**src/rtl/incdec_pkg.sv**
```systemverilog
// Package: shared parameters and encodings for the address step unit.
// Assumes the datapath width is an integer multiple of the group width.
package incdec_pkg;
    parameter int unsigned ADDR_W = 16;
    parameter int unsigned GRP_W  = 4;

    // Direction select encoding on mode_dec_i.
    typedef enum logic {
        STEP_UP   = 1'b0,
        STEP_DOWN = 1'b1
    } step_dir_e;
endpackage

```
**src/rtl/incdec_group.sv**
```systemverilog
// Module: one lookahead group of the step unit.
// Each bit's carry is formed directly from the group carry-in and the
// propagate terms of the lower bits in this group, not passed bit by bit.
// A bit propagates when it is 1 on a step up or 0 on a step down.
// Assumes the carry-in is 1 only when every lower group propagates.
module incdec_group #(
    parameter int unsigned GW = incdec_pkg::GRP_W
) (
    input  logic [GW-1:0] bits_i,
    input  logic          down_i,
    input  logic          cin_i,
    output logic [GW-1:0] sum_o,
    output logic          prop_o
);
    logic [GW-1:0] prop_bit;
    logic [GW-1:0] carry_bit;

    // Per-bit propagate: depends on the step direction.
    always_comb begin
        for (int i = 0; i < GW; i++) begin
            prop_bit[i] = down_i ? ~bits_i[i] : bits_i[i];
        end
    end

    // Lookahead: carry into bit i is the wide AND of the carry-in and the lower propagates.
    genvar i;
    generate
        for (i = 0; i < GW; i++) begin : g_la
            if (i == 0) begin : g_first
                assign carry_bit[i] = cin_i;
            end else begin : g_rest
                assign carry_bit[i] = cin_i & (&prop_bit[i-1:0]);
            end
        end
    endgenerate

    // Sum and group-propagate outputs.
    always_comb begin
        sum_o  = bits_i ^ carry_bit;
        prop_o = &prop_bit;
    end
endmodule

```
**src/rtl/incdec_skip.sv**
```systemverilog
// Module: inter-group skip chain.
// Group 0 always receives the injected +/-1 as its carry-in. Every later
// group's carry-in comes through a mux that passes the previous carry-in
// only when the previous group propagates as a whole. There are one mux
// level per group, not one per bit.
module incdec_skip #(
    parameter int unsigned NGRP = 4
) (
    input  logic [NGRP-1:0] gprop_i,
    output logic [NGRP-1:0] gcin_o,
    output logic            cout_o
);
    genvar g;
    generate
        for (g = 0; g < NGRP; g++) begin : g_skip
            if (g == 0) begin : g_inject
                assign gcin_o[g] = 1'b1;
            end else begin : g_bypass
                assign gcin_o[g] = gprop_i[g-1] ? gcin_o[g-1] : 1'b0;
            end
        end
    endgenerate

    // Carry out of the top group is the wrap indication.
    assign cout_o = gprop_i[NGRP-1] ? gcin_o[NGRP-1] : 1'b0;
endmodule

```
**src/rtl/incdec_one_det.sv**
```systemverilog
// Module: detects an operand equal to exactly one.
// Each upper group reports all-zero and the low group is matched against 1.
// The result does not depend on the step direction.
module incdec_one_det #(
    parameter int unsigned W  = incdec_pkg::ADDR_W,
    parameter int unsigned GW = incdec_pkg::GRP_W
) (
    input  logic [W-1:0] value_i,
    output logic         is_one_o
);
    localparam int unsigned NGRP = W / GW;

    logic [NGRP-1:0] grp_ok;

    genvar g;
    generate
        for (g = 0; g < NGRP; g++) begin : g_det
            if (g == 0) begin : g_low
                assign grp_ok[g] = (value_i[GW-1:0] == GW'(1));
            end else begin : g_high
                assign grp_ok[g] = ~|value_i[g*GW +: GW];
            end
        end
    endgenerate

    // All groups must match their pattern.
    assign is_one_o = &grp_ok;
endmodule

```
**src/rtl/incdec_unit.sv**
```systemverilog
// Module: top of the 16-bit address step unit.
// Purely combinational. It has no clock and no reset, so it assumes the
// surrounding pipeline registers its inputs and outputs.
// The groups are built with generate, and the carries between them come from the skip chain.
module incdec_unit #(
    parameter int unsigned WIDTH = incdec_pkg::ADDR_W,
    parameter int unsigned GW    = incdec_pkg::GRP_W
) (
    input  logic [WIDTH-1:0] operand_i,
    input  logic             mode_dec_i,
    output logic [WIDTH-1:0] result_o,
    output logic             wrap_o,
    output logic             is_one_o
);
    localparam int unsigned NGRP = WIDTH / GW;

    logic [NGRP-1:0] grp_prop;
    logic [NGRP-1:0] grp_cin;
    logic            down;

    // Direction decode from the select pin.
    assign down = (incdec_pkg::step_dir_e'(mode_dec_i) == incdec_pkg::STEP_DOWN);

    genvar g;
    generate
        for (g = 0; g < NGRP; g++) begin : g_grp
            incdec_group #(.GW(GW)) u_grp (
                .bits_i (operand_i[g*GW +: GW]),
                .down_i (down),
                .cin_i  (grp_cin[g]),
                .sum_o  (result_o[g*GW +: GW]),
                .prop_o (grp_prop[g])
            );
        end
    endgenerate

    incdec_skip #(.NGRP(NGRP)) u_skip (
        .gprop_i (grp_prop),
        .gcin_o  (grp_cin),
        .cout_o  (wrap_o)
    );

    incdec_one_det #(.W(WIDTH), .GW(GW)) u_one (
        .value_i  (operand_i),
        .is_one_o (is_one_o)
    );
endmodule

```
**config.mk**
```make
export PLATFORM = sky130hd
export DESIGN_NAME = incdec_unit
export DESIGN_NICKNAME = d
export VERILOG_FILES = /design/src/rtl/incdec_pkg.sv /design/src/rtl/incdec_group.sv /design/src/rtl/incdec_skip.sv /design/src/rtl/incdec_one_det.sv /design/src/rtl/incdec_unit.sv
export SDC_FILE = /design/constraint.sdc
export NUM_CORES = 1
export LEC_CHECK = 0
export ABC_AREA = 1
export CORE_UTILIZATION = 47
export DETAILED_ROUTE_END_ITERATION = 7
export PLACE_DENSITY = 0.91
export SETUP_SLACK_MARGIN = 0.3
export SYNTH_ARGS = -nofsm -noshare
export SYNTH_HDL_FRONTEND = slang
export SYNTH_HIERARCHICAL = 1
export SYNTH_SLANG_ARGS = --single-unit
export TNS_END_PERCENT = 1
```
**constraint.sdc**
```tcl
create_clock -name vclk -period 4.97
set_input_delay 0.994 -clock vclk [all_inputs]
set_output_delay 0.994 -clock vclk [all_outputs]
set_load 0.05 [all_outputs]
```
==> run_results.csv <==
group,metric,value,unit
global_routing,met2_usage,0.519,
timing,hold_violations,0,
floorplanning,die_area,1720,um2
pwr,ir_worst_vdd,0.0973,mV
pwr,p_switching,0.0813,mW
timing,fmax,0.229,GHz
detailed_routing,viasPerCell,5.04,
timing,fin_crit_sh,0.877,
outcome,outcome,"completed",
final_layout,design.seq.count,0,
global_routing,grt_antenna_before_repair,0,
timing,slew_viol_final,0,
global_routing,grt_pass1_wl,3770,um
synth,synth_top_cell_area_share,0.241,
global_routing,grt_max_degree,14,
critical_path,end_kind,"output pin",
final_layout,seq_area,0,um2
detailed_routing,wl_per_cell,11.3,um
timing,finalSetupViolCount,0,
synth,synth_cell_type_count,15,
detailed_routing,route.detailed.drc,0,
critical_path,crit_path_max_fanout,13,
synth,avgSynthCellArea,4.99,um2
critical_path,arrival,3.37,ns
detailed_routing,ant_nets,0,
global_routing,grt_usage,0.259,
global_routing,met1_usage,0.281,
critical_path,start_kind,"primary input",
timing,rsz0062_at_grt,"no",
pwr,switching_share,0.598,
final_layout,layout_common_cells,"47 x nand2_1, 34 x inv_1, 22 x clkdlybuf4s50_1",
pwr,p_seq_frac,0,
critical_path,crit_type,"primary input to output pin",
final_layout,area_growth,66.0,%
global_routing,grt-busiest-layer,"met2",
synth,synth.area.top_cells,"nand2_1 24%, inv_1 17%, xor2_1 14%",
placed_design,gp_congestion,0.806,
final_layout,final_util,0.881,
synth,synth_top_area_cell,"nand2_1",
placed_design,port_buffers,35,
synth,yosys_warnings,6,
floorplanning,die_w,41.5,um
placed_design,dpl.hpwl,1870,um
global_routing,grt_pass1_vias,966,
placed_design,dpl.cell_count,196,
final_layout,drive_gt1_frac,0.204,
timing,fin_setup_tns,0,ns
floorplanning,die_height,41.5,um
final_layout,antenna_cells,0,
synth,syn-num-nets,164,
pwr,p_comb_frac,1.000,
flow_run,drv_cap,0,
synth,netlist_instances,147,
final_layout,final_common_cell,"nand2_1",
final_layout,fin_nets,200,
detailed_routing,dr.pass1.iters,4,
min_path,hold_depth,4,
min_path,hold_path_class,"primary input to output pin",
floorplanning,initial_core_util,0.530,
pwr,p_per_area,112,nW/um2
clock_network,cts_setup_buffers,0,
timing,fin_crit,4.36,ns
critical_path,cp.required,3.98,ns
floorplanning,core_area,1380,um2
pwr,internal-power,0.0546,mW
floorplanning,pin_count,35,
floorplanning,row_count,13,
detailed_routing,num_vias,988,
pwr,power_leakage,0.657,nW
detailed_routing,wirelength,2210,um
final_layout,n_clock_buffer,0,
pwr,power_frac_clock,0,
synth,synth_area,733,um2
global_routing,grt-ovfl-total,0,
min_path,hold_end,"result_o[15]",
min_path,min_from,"operand_i[15]",
final_layout,final_cells,196,
global_routing,met3_usage,0.00870,
synth,ys_seq_area_frac,0,
detailed_routing,drt-initial-drc-count,12,
## synth_stat cells
cell and instances:
buf_4 2, conb_1 1, inv_1 34, inv_2 4, nand2_1 47, nand2_2 8, nand3_1 4, nand3_2 5
nand4_1 4, nor2_1 9, nor2_2 1, nor2_4 4, nor3_1 4, o21ai_0 8, xor2_1 12
## critical path, cell delays in order
cell,delay [ns]
clkdlybuf4s50_1,0.75
buf_4,0.30
inv_2,0.06
nand2_1,0.10
nand4_1,0.11
nor3_1,0.20
nand3_2,0.13
inv_1,0.13
nand3_2,0.13
o21ai_0,0.16
nand2_1,0.13
buf_12,0.17
## routing by layer
| metal | wire, um | part of all wire |
|---|---|---|
| met5 | 0 | 0 |
| met4 | 42 | 0.019 |
| met3 | 90 | 0.041 |
| met2 | 1220 | 0.55 |
| met1 | 855 | 0.39 |
## cell families after synthesis
kind of cell / count (synthesis) / synth area share
compound gates: 8 / 0.0546
xor+xnor: 12 / 0.143
buf+inv: 40 / 0.215
other cells: 1 / 0.00511
simple gates: 86 / 0.582
## power groups by stage
stage | Sequential, mW | Clock (mW) | Combinational (mW)
detailed placement | 0 | 0 | 0.134
CTS | 0 | 0 | 0.135
finish | 0 | 0 | 0.136
global route | 0 | 0 | 0.144
floorplan | 0 | 0 | 0.0737
global placement | 0 | 0 | 0.131
## layout make-up
type / count / area, um2
Fill cell: 74 / 165
Inverter: 38 / 143
Timing Repair Buffer: 36 / 475
Multi-Input combinational cell: 107 / 581
Tap cell: 15 / 18.8
## worst max path at each step
stage | endpoint | depth (start not counted) | startpoint | slack, ns
floorplan | result_o[13] | 8 | operand_i[1] | 1.39
global placement | result_o[15] | 13 | mode_dec_i | 0.72
detailed placement | result_o[15] | 13 | mode_dec_i | 0.57
CTS | result_o[15] | 13 | mode_dec_i | 0.57
global route | result_o[15] | 14 | mode_dec_i | 0.41
finish | result_o[14] | 12 | mode_dec_i | 0.61
## what timing repair did
action | CTS | global route
setup endpoints to repair | 0 | 2
resized for setup | 0 | 1
hold buffers | 0 | 0
endpoints found under the hold margin | 0 | 0
## metrics by stage
stage	power [mW]	cell area (um2)	hold WS, ns	setup WS, ns
after detailed placement	0.134	1210	2.78	0.572
after global routing	0.144	1220	2.82	0.411
after CTS	0.135	1210	2.79	0.568
after floorplan	0.0737	733	2.26	1.39
after global placement	0.131	1210	2.77	0.723
final	0.136	1220	2.78	0.609
Note: power is estimated with default switching activity, not from simulation.
